--- src/rtl/nseq_pkg.sv ---
package nseq_pkg;

    typedef enum logic [2:0] {
        ST_IDLE, ST_SETUP, ST_LO, ST_HI, ST_HOLD, ST_LONG, ST_POLL, ST_FINISH
    } seq_state_t;

    typedef enum logic [2:0] {
        PH_CMD1, PH_COL, PH_ROW, PH_CMD2, PH_DATA
    } seq_phase_t;

    localparam int BIT_OP1  = 16;
    localparam int BIT_COLA = 17;
    localparam int BIT_ROWA = 18;
    localparam int BIT_OP2  = 19;
    localparam int BIT_RD   = 20;
    localparam int BIT_WR   = 21;
    localparam int BIT_RDY  = 26;
    localparam int BIT_ERR  = 27;
    localparam int BIT_HOLD = 30;
    localparam int BIT_GO   = 31;

    localparam logic [2:0] RA_CTRL = 3'd0;
    localparam logic [2:0] RA_COL  = 3'd1;
    localparam logic [2:0] RA_ROW  = 3'd2;
    localparam logic [2:0] RA_DATA = 3'd3;
    localparam logic [2:0] RA_CONF = 3'd4;
    localparam logic [2:0] RA_WAIT = 3'd5;

endpackage

--- src/rtl/nseq_timer.sv ---
module nseq_timer #(
    parameter int W = 8
) (
    input  logic         clk,
    input  logic         rst_n,
    input  logic         load,
    input  logic [W-1:0] len,
    output logic         expired
);
    logic [W-1:0] cnt_q;

    always_ff @(posedge clk or negedge rst_n) begin
        if (!rst_n)
            cnt_q <= '0;
        else if (load)
            cnt_q <= (len == '0) ? '0 : len - 1'b1;
        else if (cnt_q != '0)
            cnt_q <= cnt_q - 1'b1;
    end

    assign expired = (cnt_q == '0);
endmodule

--- src/rtl/nseq_fsm.sv ---
module nseq_fsm
    import nseq_pkg::*;
#(
    parameter int TIMEOUT_CYCLES = 4096
) (
    input  logic        clk,
    input  logic        rst_n,
    input  logic        go,
    input  logic [31:0] ctrl,
    input  logic [7:0]  conf,
    input  logic [31:0] waitc,
    input  logic [31:0] col,
    input  logic [31:0] row,
    input  logic [31:0] data,
    input  logic        rb,
    output logic        cle,
    output logic        ale,
    output logic        we_n,
    output logic        re_n,
    output logic [7:0]  dq_out,
    output logic        dq_oe,
    output logic        cap_en,
    output logic [1:0]  cap_idx,
    output logic        fin,
    output logic        fin_err
);
    localparam int TW = $clog2(TIMEOUT_CYCLES + 1);

    seq_state_t st_q, st_d;
    seq_phase_t ph_q, ph_d;
    logic [1:0]    idx_q, idx_d;
    logic [TW-1:0] tmo_q;
    logic          to_q;
    logic [4:0]    en;
    logic [1:0]    len_m1;
    logic          last, tdone, tload, rd_mode, act;
    logic          first_ok, next_ok;
    seq_phase_t first_ph, next_ph;
    logic [7:0]    tval;

    assign en      = {ctrl[BIT_RD] | ctrl[BIT_WR], ctrl[BIT_OP2], ctrl[BIT_ROWA],
                      ctrl[BIT_COLA], ctrl[BIT_OP1]};
    assign rd_mode = ctrl[BIT_RD];

    always_comb begin
        unique case (ph_q)
            PH_COL:  len_m1 = conf[5:4];
            PH_ROW:  len_m1 = conf[7:6];
            PH_DATA: len_m1 = ctrl[29:28];
            default: len_m1 = 2'd0;
        endcase
    end
    assign last = (idx_q == len_m1);

    always_comb begin
        first_ok = 1'b0; first_ph = PH_CMD1;
        next_ok  = 1'b0; next_ph  = PH_CMD1;
        for (int i = 4; i >= 0; i--) begin
            if (en[i]) begin
                first_ok = 1'b1;
                first_ph = seq_phase_t'(3'(i));
            end
            if (en[i] && (i > int'(ph_q))) begin
                next_ok = 1'b1;
                next_ph = seq_phase_t'(3'(i));
            end
        end
    end

    // next state
    always_comb begin
        st_d  = st_q;
        ph_d  = ph_q;
        idx_d = idx_q;
        unique case (st_q)
            ST_IDLE: if (go) begin
                idx_d = 2'd0;
                if (first_ok) begin
                    st_d = ST_SETUP;
                    ph_d = first_ph;
                end else begin
                    st_d = ST_LONG;
                end
            end
            ST_SETUP: if (tdone) st_d = ST_LO;
            ST_LO:    if (tdone) st_d = ST_HI;
            ST_HI: if (tdone) begin
                if (!last) begin
                    st_d  = ST_LO;
                    idx_d = idx_q + 2'd1;
                end else if (ph_q == PH_DATA) begin
                    st_d = ST_LONG;
                end else begin
                    st_d = ST_HOLD;
                end
            end
            ST_HOLD: if (tdone) begin
                if (next_ok) begin
                    st_d  = ST_SETUP;
                    ph_d  = next_ph;
                    idx_d = 2'd0;
                end else begin
                    st_d = ST_LONG;
                end
            end
            ST_LONG: if (tdone) st_d = ST_POLL;
            ST_POLL: if (rb || (tmo_q == TW'(TIMEOUT_CYCLES - 1))) st_d = ST_FINISH;
            ST_FINISH: st_d = ST_IDLE;
            default:   st_d = ST_IDLE;
        endcase
    end

    // state register
    always_ff @(posedge clk or negedge rst_n) begin
        if (!rst_n) begin
            st_q  <= ST_IDLE;
            ph_q  <= PH_CMD1;
            idx_q <= 2'd0;
            tmo_q <= '0;
            to_q  <= 1'b0;
        end else begin
            st_q  <= st_d;
            ph_q  <= ph_d;
            idx_q <= idx_d;
            tmo_q <= (st_q == ST_POLL) ? tmo_q + 1'b1 : '0;
            if (st_q == ST_IDLE)
                to_q <= 1'b0;
            else if (st_q == ST_POLL && st_d == ST_FINISH && !rb)
                to_q <= 1'b1;
        end
    end

    always_comb begin
        unique case (st_d)
            ST_SETUP: tval = {2'b00, waitc[17:12]};
            ST_LO:    tval = {2'b00, waitc[5:0]};
            ST_HI:    tval = {2'b00, waitc[11:6]};
            ST_HOLD:  tval = {2'b00, waitc[23:18]};
            ST_LONG:  tval = waitc[31:24];
            default:  tval = 8'd0;
        endcase
    end
    assign tload = (st_d != st_q) || (st_q == ST_IDLE);

    nseq_timer #(.W(8)) u_timer (
        .clk     (clk),
        .rst_n   (rst_n),
        .load    (tload),
        .len     (tval),
        .expired (tdone)
    );

    // outputs
    always_comb begin
        act     = (st_q == ST_SETUP) || (st_q == ST_LO) || (st_q == ST_HI) || (st_q == ST_HOLD);
        cle     = act && (ph_q == PH_CMD1 || ph_q == PH_CMD2);
        ale     = act && (ph_q == PH_COL  || ph_q == PH_ROW);
        we_n    = !(st_q == ST_LO && !(ph_q == PH_DATA && rd_mode));
        re_n    = !(st_q == ST_LO &&  (ph_q == PH_DATA && rd_mode));
        dq_oe   = act && !(ph_q == PH_DATA && rd_mode);
        cap_en  = (st_q == ST_LO) && tdone && (ph_q == PH_DATA) && rd_mode;
        cap_idx = idx_q;
        fin     = (st_q == ST_FINISH);
        fin_err = to_q;
        unique case (ph_q)
            PH_CMD1: dq_out = ctrl[7:0];
            PH_CMD2: dq_out = ctrl[15:8];
            PH_COL:  dq_out = col[8*idx_q +: 8];
            PH_ROW:  dq_out = row[8*idx_q +: 8];
            default: dq_out = data[8*idx_q +: 8];
        endcase
    end
endmodule

--- src/rtl/nand_seq_engine.sv ---
module nand_seq_engine
    import nseq_pkg::*;
#(
    parameter int TIMEOUT_CYCLES = 4096
) (
    input  logic        clk,
    input  logic        rst_n,
    input  logic        host_wr,
    input  logic [2:0]  host_addr,
    input  logic [31:0] host_wdata,
    output logic [31:0] host_rdata,
    output logic        nand_cle,
    output logic        nand_ale,
    output logic        nand_ce_n,
    output logic        nand_we_n,
    output logic        nand_re_n,
    output logic [7:0]  nand_dq_out,
    output logic        nand_dq_oe,
    input  logic [7:0]  nand_dq_in,
    input  logic        nand_rb
);
    logic [31:0] ctrl_q, col_q, row_q, data_q, wait_q;
    logic [7:0]  conf_q;
    logic        start_q, rdy_q, err_q, hold_q;
    logic        cap_en, fin, fin_err, ctrl_take;
    logic [1:0]  cap_idx;

    assign ctrl_take = host_wr && (host_addr == RA_CTRL) && !start_q;

    always_ff @(posedge clk or negedge rst_n) begin
        if (!rst_n) begin
            ctrl_q <= '0; col_q <= '0; row_q <= '0; data_q <= '0;
            wait_q <= '0; conf_q <= '0;
            start_q <= 1'b0; rdy_q <= 1'b0; err_q <= 1'b0; hold_q <= 1'b0;
        end else begin
            if (ctrl_take) begin
                ctrl_q <= host_wdata;
                if (host_wdata[BIT_GO]) begin
                    start_q <= 1'b1;
                    rdy_q   <= 1'b0;
                    err_q   <= 1'b0;
                end
            end else if (fin) begin
                start_q <= 1'b0;
                rdy_q   <= 1'b1;
                err_q   <= fin_err;
                hold_q  <= ctrl_q[BIT_HOLD];
            end
            if (host_wr) begin
                unique case (host_addr)
                    RA_COL:  col_q  <= host_wdata;
                    RA_ROW:  row_q  <= host_wdata;
                    RA_DATA: data_q <= host_wdata;
                    RA_CONF: conf_q <= host_wdata[7:0];
                    RA_WAIT: wait_q <= host_wdata;
                    default: ;
                endcase
            end
            if (cap_en)
                data_q[8*cap_idx +: 8] <= nand_dq_in;
        end
    end

    always_comb begin
        unique case (host_addr)
            RA_CTRL: host_rdata = {start_q, ctrl_q[30:28], err_q, rdy_q, ctrl_q[25:0]};
            RA_COL:  host_rdata = col_q;
            RA_ROW:  host_rdata = row_q;
            RA_DATA: host_rdata = data_q;
            RA_CONF: host_rdata = {24'd0, conf_q};
            RA_WAIT: host_rdata = wait_q;
            default: host_rdata = '0;
        endcase
    end

    assign nand_ce_n = !(start_q || hold_q);

    nseq_fsm #(.TIMEOUT_CYCLES(TIMEOUT_CYCLES)) u_fsm (
        .clk     (clk),
        .rst_n   (rst_n),
        .go      (start_q),
        .ctrl    (ctrl_q),
        .conf    (conf_q),
        .waitc   (wait_q),
        .col     (col_q),
        .row     (row_q),
        .data    (data_q),
        .rb      (nand_rb),
        .cle     (nand_cle),
        .ale     (nand_ale),
        .we_n    (nand_we_n),
        .re_n    (nand_re_n),
        .dq_out  (nand_dq_out),
        .dq_oe   (nand_dq_oe),
        .cap_en  (cap_en),
        .cap_idx (cap_idx),
        .fin     (fin),
        .fin_err (fin_err)
    );
endmodule

--- config.mk ---
export PLATFORM = sky130hd
export DESIGN_NAME = nand_seq_engine
export DESIGN_NICKNAME = d
export VERILOG_FILES = /design/src/rtl/nseq_pkg.sv /design/src/rtl/nseq_timer.sv /design/src/rtl/nseq_fsm.sv /design/src/rtl/nand_seq_engine.sv
export SDC_FILE = /design/constraint.sdc
export NUM_CORES = 1
export LEC_CHECK = 0
export BUFFER_PORTS_ARGS = -buffer_cell sky130_fd_sc_hd__buf_2
export CORE_MARGIN = 1
export CORE_UTILIZATION = 60
export DETAILED_ROUTE_END_ITERATION = 12
export PLACE_DENSITY = 0.79
export SLEW_MARGIN = 40
export SYNTH_ARGS = -nofsm -noshare
export SYNTH_HDL_FRONTEND = slang
export SYNTH_SLANG_ARGS = --single-unit
--- constraint.sdc ---
create_clock -name clk -period 5 [get_ports clk]
set_input_delay 0.25 -clock clk [delete_from_list [all_inputs] [get_ports clk]]
set_output_delay 0.25 -clock clk [all_outputs]
set_load 0.005 [all_outputs]
Yosys cells after proc, flatten, opt, wreduce, memory -nomap -nowiden
Cells that the tools add are included.
- bits in latches: 0
- input port bits: 47
- RAM bits: 0
- flip-flop bits (word level): 201
- ROM bits: 0
- memories kept: 0
- $mul: 0
- shift-type cells: 5
- eq/ne operators: 32
- div/mod/pow operators: 0
- magnitude comparators: 4
- bitwise gates (word level): 2
- reductions and logical operators: 50
- add/subtract/negate cells: 5
- multiplexer cells: 63
- operators by type and width (operator ; count):
    case mux 32 bit (6 select lines) ; 1
    2-to-1 mux 32 bit ; 3
    indexed part select 32 x 6 -> 8 bit ; 3
    2-to-1 mux 3 bit ; 23
    case mux 8 bit (5 select lines) ; 1
    negator 5 -> 34 bit ; 1
    variable shift 8 x 34 -> 32 bit, first input constant ; 1
    indexed part select 8 x 34 -> 32 bit ; 1
    bitwise mux 32 bit ; 1
    case mux 8 bit (4 select lines) ; 1
    == test 3 bit, second input constant ; 10
    == test 3 x 2 -> 1 bit, second input constant ; 8
    2-to-1 mux 8 bit ; 3
    case mux 3 bit (8 select lines) ; 1
    2-to-1 mux 1 bit ; 20
    logical AND 1 bit ; 17
    zero test 8 bit ; 2
    subtractor 8 x 1 -> 8 bit, second input constant ; 2
    adder 13 x 1 -> 13 bit, second input constant ; 1
    == test 13 x 12 -> 1 bit, second input constant ; 1
    2-to-1 mux 13 bit ; 1
    == test 3 x 1 -> 1 bit, second input constant ; 4
    case mux 2 bit (3 select lines) ; 2
    AND reduction 2 bit ; 6
    other kinds (20) ; 47

Longest topological paths before layout
Gate-level depths: netlist (run 1).
- depth after elaboration: 14
- gate-level depth with buffers: 17

Hierarchy
A second synthesis (run 1) with hierarchy kept.
- cell total of the unflattened synthesis: 1143
- area, all modules: 12334.3 um^2
- modules (own cells, without submodules) (module ; times used ; cells an instance ; area an instance (um^2) ; seq. area each (um^2)):
    nand_seq_engine ; 1 ; 637 ; 8415.6 ; 4304.1
    nseq_fsm ; 1 ; 437 ; 3289.4 ; 550.5
    nseq_timer ; 1 ; 69 ; 629.4 ; 200.2

Worst setup path before layout (run 1)
No wires, ideal clock.
- kind: reg-to-reg
- start: register u_fsm.u_timer.cnt_q[0]
- end: register u_fsm.u_timer.cnt_q[6]
- path buffers: 2
- period minus slack after synthesis: 3.412 ns
- arrival: 3.271 ns
- cell stages (with the launch flop): 17
- slack: 1.588 ns
- required time: 4.859 ns
- setup time: 0.141 ns
- cell sequence: dfrtp_1 inv_1 ha_1 nor3b_2 and2_1 buf_6 a31oi_4 or3_1 buf_2 and2_4 a2111oi_4 nor2_1 inv_1 ha_1 o21ai_0 o21ai_1 o22ai_1
- cells in the longest elaborated chain, start to end: 8
- elaborated cells on any way between the ends: 23
- classes of those cells: 2 x add/sub; 6 x eq/ne; 10 x mux; 5 x reduce/logical
- ends and longest elaborated chain (what ; line ; text):
    from (decl) ; nseq_timer.sv:10 ; logic [W-1:0] cnt_q;
    from (signal assigned) ; nseq_timer.sv:16 ; cnt_q <= (len == '0) ? '0 : len - 1'b1;
    from (signal assigned) ; nseq_timer.sv:18 ; cnt_q <= cnt_q - 1'b1;
    zero test 8 bit ; nseq_timer.sv:21 ; assign expired = (cnt_q == '0);
    2-to-1 mux 3 bit (on tied branches) ; - ;
    case mux 3 bit (8 select lines) ; nseq_fsm.sv:75 ; unique case (st_q)
    == test 3 bit (tied with other cells) ; nseq_fsm.sv:134 ; unique case (st_d)
    case mux 8 bit (5 select lines) ; nseq_fsm.sv:134 ;
    subtractor 8 x 1 -> 8 bit or zero test 8 bit (tied branches) ; nseq_timer.sv:16 ;
    2-to-1 mux 8 bit ; nseq_timer.sv:16 ;
    2-to-1 mux 8 bit ; nseq_timer.sv:15 ; else if (load)
Several ways; a longest one is shown, not always the timed one. The select of a mux whose other input is x is not followed.
A chain may end at the register's enable or synchronous reset.

Final worst setup path (run 1)
- start: register u_fsm.ph_q[1]
- end: output nand_dq_out[4]
- cells in the longest elaborated chain, start to end: 2
- elaborated cells on any way between the ends: 5
- classes of those cells: 3 x eq/ne; 1 x mux; 1 x reduce/logical
- ends and longest elaborated chain (what ; line ; text):
    from (decl) ; nseq_fsm.sv:30 ; seq_phase_t ph_q, ph_d;
    from (signal assigned) ; nseq_fsm.sv:123 ; ph_q <= ph_d;
    == test 3 x 2 -> 1 bit (tied with other cells) ; nseq_fsm.sv:165 ; unique case (ph_q)
    case mux 8 bit (4 select lines) * ; nseq_fsm.sv:165 ;
    to (decl) ; nand_seq_engine.sv:17 ; output logic [7:0] nand_dq_out,
Every way passes the cells marked *; elsewhere a longest branch is shown, timed or not.

==> results by group, run 1 <==
Outcome
  • Outcome: finished, final reports clean

Setup path
  • Setup crit end kind: output port
  • Crit path max fanout: 32
  • Reg2reg setup slack: 1070 ps
  • CP required: 4750 ps
  • Startpoint Class: register
  • Critical path class: reg -> out
  • Arrival time worst endpoint: 3840 ps

Clock network
  • Hold buffers post-CTS: 1
  • Post-CTS setup buffers: 0
  • Clock sinks: 199
  • Clock buffer depth: 2
  • Post-cts sizing count: 0
  • Clk slew on worst S/H paths: 80 ps
  • Root buffer cell: clkbuf_16
  • TritonCTS clock tree: done
  • Worst-Skew Late Latency: 440 ps
  • CTS Buf Count: 17
  • H-tree depth: 4

Finish
  • NumNets Final: 1,217
  • Syn-to-layout area delta: 11.2%
  • Final Cell Area: 0.0129 mm2
  • ANT cells: 0
  • Core Util, Final: 0.684
  • Layout cells sized above 1: 0.286

Global route
  • Global-route wire length before repair: 54,600 um
  • Pin count of the biggest net entering global routing: 99
  • Initial antenna violation count: 0
  • All-layer global routing usage: 0.372
  • Vias in the first global route: 9,161
  • GRT overflow: 0

Logic synthesis
  • Number of enable flip-flop cells after synthesis: 0
  • Distinct cells, synth: 81
  • Yosys top cell area share: 0.430
  • Syn Nets: 1,155
  • Synth warn: 0
  • Yosys top cell by area: dfrtp_1
  • Post-Syn Area per Cell: 10.5 um2
  • Gate Count Post-Synth: 1,099
  • FF+latch count, synth: 199
  • Synth Flop Type: dfrtp_1
  • Asr flop ratio synth: 1.00
  • Top cells by area, synth: dfrtp_1 43%, mux2_2 14%, mux2i_1 5.6%
  • Seq/Total Area, Yosys: 0.430
  • Post-synthesis cell area: 0.0116 mm2

Routing
  • Via count: 9,723
  • DR iter-0 viols: 1,097
  • Wire per inst: 25.1 um
  • DRT Pass-1 Iters: 5
  • Final ANT Viol Nets: 0
  • DRC Markers: 0
  • Total routed wirelength: 36,000 um
  • Via/cell ratio: 6.79

Timing
  • Highest clock rate: 245 MHz
  • Rel. slew slack: 0.487
  • Final WS setup: 914 ps
  • Final-report setup violation count: 0
  • Post-route minimum period: 4090 ps
  • Max-slew violation count: 0
  • Tcrit/Tclk final: 0.817
  • RSZ-0062 raised after global routing: false
  • Final Hold Fails: 0
  • Slew at the pin with the worst max-slew slack: 770 ps
  • Clock Skew: 15.4 ps
  • Setup TNS: 0 ps

Floorplanning
  • Initial core utilization: 0.615
  • Ports: 93
  • Core Region: 0.0188 mm2
  • DIE HEIGHT: 141 um
  • Die width: 141 um
  • Die Footprint: 0.0199 mm2
  • Row Count: 50

Hold path
  • Tightest Hold Check Type: in -> reg

Placement
  • # port buffers: 92
  • Post-DP Area: 0.0123 mm2
  • DP HPWL: 25,400 um
  • GPL Wtd Cong: 0.943
  • Pre-CTS setup slack: 1030 ps

Power
  • PnR Total Power: 4.25 mW
  • Max rail drop VDD: 0.238 mV
  • Leakage: 5.77 nW
  • PwrDens: 330 mW/mm2

Job
  • Max-cap violations: 0
## final timing paths
path,startpoint,to,depth (start not counted)
min,host_wdata[27],wait_q[27],2
max,u_fsm.ph_q[1],nand_dq_out[4],12
min reg2reg,u_fsm.tmo_q[0],u_fsm.tmo_q[0],1
min in group asynchronous,rst_n,u_fsm.tmo_q[8],2
max reg2reg,u_fsm.u_timer.cnt_q[0],u_fsm.u_timer.cnt_q[6],17
max in group asynchronous,rst_n,data_q[5],3
## through the flow
step	instances	hold WS, ps
floorplan	1099	-45.6
global placement	1401	377
detailed placement	1401	381
CTS	1433	116
global route	1433	115
finish	1433	122
## registers in the layout (all words and copies together) (netlist names)
signal	cells
u_fsm.cap_idx	2
start_q	1
row_q	32
wait_q	32
err_q	1
hold_q	1
data_q	32
ctrl_q	29
u_fsm.u_timer.cnt_q	8
conf_q	8
u_fsm.st_q	3
u_fsm.tmo_q	13
rdy_q	1
u_fsm.fin_err	1
u_fsm.ph_q	3
col_q	32
## critical path, cell delays in order, from the launching register on
cell      delay (ps)
dfrtp_1          620
buf_4            340
nand2b_1         280
nor2_2           140
buf_4            400
a221o_1          270
o22ai_1          100
o31ai_1          530
nand2_1          120
o21ai_0           90
o22ai_1          100
a21oi_1          230
buf_2            160
## per-layer routing
metal  global-route usage  share of wire  vias to the layer above  routed length (um)
li1                     -              -                     4252                   -
met1                0.524           0.41                     4822               14900
met2                0.565           0.45                      564               16400
met3               0.0863          0.098                       85                3540
met4                0.132          0.033                        0                1200
met5                    0              0                        -                   0
## cells by family after synthesis
logic type | after synthesis | synth area share
XOR/XNOR | 22 | 0.0166
AO/OA/AOI/OAI | 301 | 0.176
flip-flops | 199 | 0.430
buffers and inverters | 99 | 0.0334
AND/OR/NAND/NOR | 246 | 0.111
adder cells (fa/ha/maj) | 9 | 0.00972
multiplexers | 223 | 0.223
## Yosys cell counts (13+ instances only)
library cell    n
a21oi_1        96
and2_1         15
mux4_2         14
xor2_1         13
nand3_1        13
mux2_2        143
nor3_1         14
o22ai_1        38
a221o_1        32
o21ai_0        58
nand2_1        80
mux2i_1        65
dfrtp_1       199
clkbuf_1       66
nor2_1         55
inv_1          23
## where the power goes
group | total [mW] | internal (mW) | switching [mW]
clock | 1.34 | 0.682 | 0.659
sequential | 2.12 | 1.86 | 0.263
combinational | 0.790 | 0.401 | 0.389
## layout by cell type, fill, tap and decap left out, types with 4 or more instances in the layout
| cell | synthesis | final |
|---|---|---|
| a21oi_1 | 96 | 96 |
| a221o_1 | 32 | 32 |
| a221oi_1 | 4 | 4 |
| a22oi_1 | 11 | 11 |
| a31oi_1 | 4 | 4 |
| and2_1 | 15 | 15 |
| and3_1 | 5 | 5 |
| and4bb_1 | 5 | 5 |
| buf_2 | 3 | 91 |
| buf_4 | 1 | 24 |
| clkbuf_16 | 0 | 17 |
| dfrtp_1 | 199 | 198 |
| ha_1 | 9 | 9 |
| inv_1 | 23 | 23 |
| inv_8 | 0 | 4 |
| mux2_2 | 143 | 143 |
| mux2i_1 | 65 | 65 |
| mux4_2 | 14 | 14 |
| nand2_1 | 80 | 79 |
| nand2b_1 | 9 | 9 |
| nand3_1 | 13 | 13 |
| nand4_1 | 7 | 7 |
| nor2_1 | 55 | 54 |
| nor2b_1 | 5 | 5 |
| nor3_1 | 14 | 13 |
| nor3b_1 | 6 | 4 |
| o211ai_1 | 10 | 10 |
| o21ai_0 | 58 | 58 |
| o22a_1 | 7 | 7 |
| o22ai_1 | 38 | 38 |
| o31ai_1 | 7 | 7 |
| xnor2_1 | 9 | 9 |
| xor2_1 | 13 | 13 |
## layout make-up
class,count,area (um2)
fill,1472,5950
clock inverter,11,109
timing repair buffer,117,661
tap,260,325
clock buffer,20,457
multi-input combinational,801,6260
sequential,199,4980
inverter,25,93.8
Power figures use the tool's default switching activity.
==> inputs of run 2 (changes only) <==
- ABC_AREA: default -> 1
- clock period: 5 -> 4 ns (I/O delays scaled with it)
==> run 2 against run 1 <==
Effect of this change:
- clock skew is 1.4 ps lower
- synthesized area shrank 4.2%
- non-clock buffer count is 4 higher
- power grew 97%
- count of clock-buffer cells in the layout shrank 1
- sequential power grew 43%
- critical path type unchanged
- critical endpoint is now nand_dq_out[3]
- largest cell class unchanged
- largest power group is now combinational logic
==> results by group, run 2 <==
Finish
  • NumNets Final: 1,568 (was 1,217)
  • Fillers: 1,540 (was 1,472)
  • Most frequent cells in the layout: 378 x nand2_1, 228 x o21ai_0, 199 x dfrtp_1 (was 198 x dfrtp_1, 143 x mux2_2, 96 x a21oi_1)
  • Syn-to-layout area delta: 12.8% (was 11.2%)
  • Layout cells sized above 1: 0.142 (was 0.286)
  • Most common cell after layout, fill and taps aside: nand2_1 (was dfrtp_1)
  • Final cell count without fillers: 1,754 (was 1,433)
  • ANT cells: 0 (unchanged)

Global route
  • Global-route wire length before repair: 57,400 um (was 54,600 um)
  • All-layer global routing usage: 0.410 (was 0.372)
  • Initial antenna violation count: 0 (unchanged)
  • Vias in the first global route: 10,262 (was 9,161)
  • GRT overflow: 0 (unchanged)
  • Pin count of the biggest net entering global routing: 90 (was 99)

Floorplanning
  • Ports: 93 (unchanged)
  • Core Region: 0.0180 mm2 (was 0.0188 mm2)
  • Die Footprint: 0.0190 mm2 (was 0.0199 mm2)
  • Row Count: 49 (was 50)
  • Initial core utilization: 0.615 (about the same)
  • Die width: 138 um (was 141 um)
  • DIE HEIGHT: 138 um (was 141 um)

Logic synthesis
  • Post-synthesis cell area: 0.0111 mm2 (was 0.0116 mm2)
  • Yosys top cell area share: 0.449 (was 0.430)
  • Syn Nets: 1,493 (was 1,155)
  • Post-Syn Area per Cell: 7.72 um2 (was 10.5 um2)
  • Most frequent cells after synthesis: 381 x nand2_1, 228 x o21ai_0, 199 x dfrtp_1, 142 x inv_1, 75 x nor2_1 (was 199 x dfrtp_1, 143 x mux2_2, 96 x a21oi_1, 80 x nand2_1, 66 x clkbuf_1)
  • Top-count cell post-synth: nand2_1 (was dfrtp_1)
  • Yosys top cell by area: dfrtp_1 (unchanged)
  • FF+latch count, synth: 199 (unchanged)
  • Number of enable flip-flop cells after synthesis: 0 (unchanged)
  • Seq/Total Area, Yosys: 0.449 (was 0.430)
  • Top cells by area, synth: dfrtp_1 45%, nand2_1 13%, o21ai_0 10% (was dfrtp_1 43%, mux2_2 14%, mux2i_1 5.6%)
  • Gate Count Post-Synth: 1,437 (was 1,099)
  • Synth Flop Type: dfrtp_1 (unchanged)
  • Synth warn: 0 (unchanged)
  • Distinct cells, synth: 50 (was 81)
  • Asr flop ratio synth: 1.00 (unchanged)

Power
  • Sequential fraction of design power: 0.362 (was 0.499)
  • Leakage: 5.90 nW (was 5.77 nW)
  • Max rail drop VDD: 0.454 mV (was 0.238 mV)
  • P_int: 4.64 mW (was 2.94 mW)
  • PwrDens: 670 mW/mm2 (was 330 mW/mm2)
  • Sw Pwr: 3.75 mW (was 1.31 mW)
  • Combinational share of power: 0.422 (was 0.186)
  • Switching part of the total: 0.447 (was 0.308)
  • Clock power share: 0.216 (was 0.316)

Setup path
  • CP required: 3800 ps (was 4750 ps)
  • R2R Path Start: u_fsm.u_timer.cnt_q[0] (unchanged)
  • Reg2reg end: u_fsm.u_timer.cnt_q[7] (was u_fsm.u_timer.cnt_q[6])
  • Arrival time worst endpoint: 3390 ps (was 3840 ps)
  • Crit-path max cell delay: 600 ps (was 620 ps)
  • Cell mode on critical path: a221oi_1
  • Startpoint Class: register (unchanged)
  • Crit path max-delay family: compound AO/OA/AOI/OAI gates (unchanged)
  • Reg2reg setup slack: 920 ps (was 1070 ps)
  • Critical path class: reg -> out (unchanged)
  • Setup crit end kind: output port (unchanged)
  • Critical-path top delay cell: dfrtp_1 (unchanged)
  • Worst Path Buf+Inv: 3 (unchanged)
  • Worst Reg-to-Reg Cells: 24 (was 17)
  • Crit path max fanout: 16 (was 32)
  • CP cell instances: nor2_2 > nand2_1 > clkinv_1 > buf_4 > a221oi_1 > a221oi_1 > o21ai_0 > o221ai_1 > buf_2 (was buf_4 > nand2b_1 > nor2_2 > buf_4 > a221o_1 > o22ai_1 > o31ai_1 > nand2_1 > o21ai_0 > o22ai_1 > a21oi_1 > buf_2)

Placement
  • Inst Count DP: 1,709 (was 1,401)
  • # port buffers: 92 (unchanged)
  • DP HPWL: 27,000 um (was 25,400 um)
  • GPL Wtd Cong: 0.974 (was 0.943)

Timing
  • Highest clock rate: 278 MHz
  • Max-slew violation count: 0 (unchanged)
  • Post-route minimum period: 3590 ps
  • Final Hold Fails: 0 (unchanged)
  • Clock Skew: 14.0 ps (was 15.4 ps)
  • RSZ-0062 raised after global routing: false (unchanged)
  • Rel. slew slack: 0.446 (was 0.487)
  • Tcrit/Tclk final: 0.898
  • Slew at the pin with the worst max-slew slack: 830 ps (was 770 ps)
  • Setup TNS: 0 ps (unchanged)
  • Final-report setup violation count: 0 (unchanged)

Clock network
  • Root buffer cell: clkbuf_16 (unchanged)
  • Clock sinks: 199 (unchanged)
  • Post-cts sizing count: 0 (unchanged)
  • Clk slew on worst S/H paths: 80 ps (about the same)
  • Clock buffer depth: 2 (unchanged)
  • CTS Buf Count: 17 (unchanged)
  • TritonCTS clock tree: done (unchanged)
  • H-tree depth: 4 (unchanged)
  • Worst-Skew Late Latency: 450 ps (was 440 ps)

Routing
  • DR iter-0 viols: 1,366 (was 1,097)
  • Wire per inst: 21.3 um (was 25.1 um)
  • DRT Pass-1 Iters: 8 (was 5)
  • Via count: 11,121 (was 9,723)
  • Final ANT Viol Nets: 0 (unchanged)
  • DRC Markers: 0 (unchanged)
  • Total routed wirelength: 37,400 um (was 36,000 um)
  • Via/cell ratio: 6.34 (was 6.79)

Hold path
  • Hold endpoint: ctrl_q[30] (was wait_q[27])
  • Hold Startpoint: host_wdata[30] (was host_wdata[27])
  • Hold path depth: 3 (was 2)
  • Tightest Hold Check Type: in -> reg (unchanged)

Job
  • Max-cap violations: 0 (unchanged)

Outcome
  • Outcome: finished, final reports clean (unchanged)
-- run 2: power groups by stage --
stage	Clock [mW]	Combinational, mW	Sequential [mW]
floorplan	0	2.49	2.80
finish	1.81	3.54	3.04
CTS	1.81	3.47	3.00
global route	1.89	3.91	3.07
detailed placement	0	3.44	3.03
global placement	0	3.37	3.03
-- run 2: kinds of logic (layout without fill, tap and decap cells) --
group	after synthesis	in the layout	synth area share
AOI/OAI and AO/OA	396	396	0.216
and+or+nand+nor	601	601	0.241
buffers and inverters	224	312	0.0774
adders and majority gates	9	9	0.0102
DFF	199	199	0.449
muxes	1	1	0.00102
xor gates and xnor gates	7	7	0.00553
-- run 2: what timing repair did --
item	in CTS	in global routing
hold buffers	13	0
setup buffers	0	0
endpoints found under the hold margin	95	0
-- run 2: through the flow --
stage / setup WS [ps] / hold slack, ps / utilization / area [um2] / power [mW]
6_report: 407 / 16.8 / 0.694 / 12500 / 8.39
5_1_grt: 340 / 29.7 / 0.694 / 12500 / 8.87
4_1_cts: 516 / 10.7 / 0.694 / 12500 / 8.28
3_5_place_dp: 924 / 287 / 0.652 / 11800 / 6.47
3_3_place_gp: 1010 / 287 / 0.651 / 11700 / 6.40
2_1_floorplan: 1250 / -95.6 / - / 11100 / 5.29
-- run 2: worst max path at each step --
stage | to | start | depth (start not counted)
3_3_place_gp | u_fsm.u_timer.cnt_q[7] | u_fsm.u_timer.cnt_q[0] | 24
6_report | nand_dq_out[3] | u_fsm.ph_q[0] | 9
2_1_floorplan | u_fsm.u_timer.cnt_q[1] | u_fsm.u_timer.cnt_q[0] | 22
4_1_cts | nand_dq_out[3] | u_fsm.ph_q[0] | 9
5_1_grt | nand_dq_out[3] | u_fsm.ph_q[0] | 9
3_5_place_dp | u_fsm.u_timer.cnt_q[3] | u_fsm.u_timer.cnt_q[0] | 24
-- run 2: worst min-delay path, cell delays in order --
cell,delay [ps]
buf_2,110
nand2_1,50
o21ai_0,60
-- run 2: layout make-up --
cell class / instances / area, um2 / share of cell area
Clock buffer: 19 / 453 / 0.0362
Clock inverter: 13 / 178 / 0.0142
Inverter: 159 / 597 / 0.0477
Multi-Input combinational cell: 1014 / 5290 / 0.423
Sequential cell: 199 / 4980 / 0.398
Tap cell: 229 / 287 / 0.0229
Timing Repair Buffer: 121 / 732 / 0.0585
-- run 2: layer usage --
| metal | part of all wire | vias to the layer above | track usage | wire (um) |
|---|---|---|---|---|
| li1 | - | 5000 | - | - |
| met1 | 0.39 | 5241 | 0.552 | 14500 |
| met2 | 0.44 | 730 | 0.608 | 16300 |
| met3 | 0.12 | 150 | 0.107 | 4410 |
| met4 | 0.057 | 0 | 0.216 | 2140 |
| met5 | 0 | - | 0 | 0 |
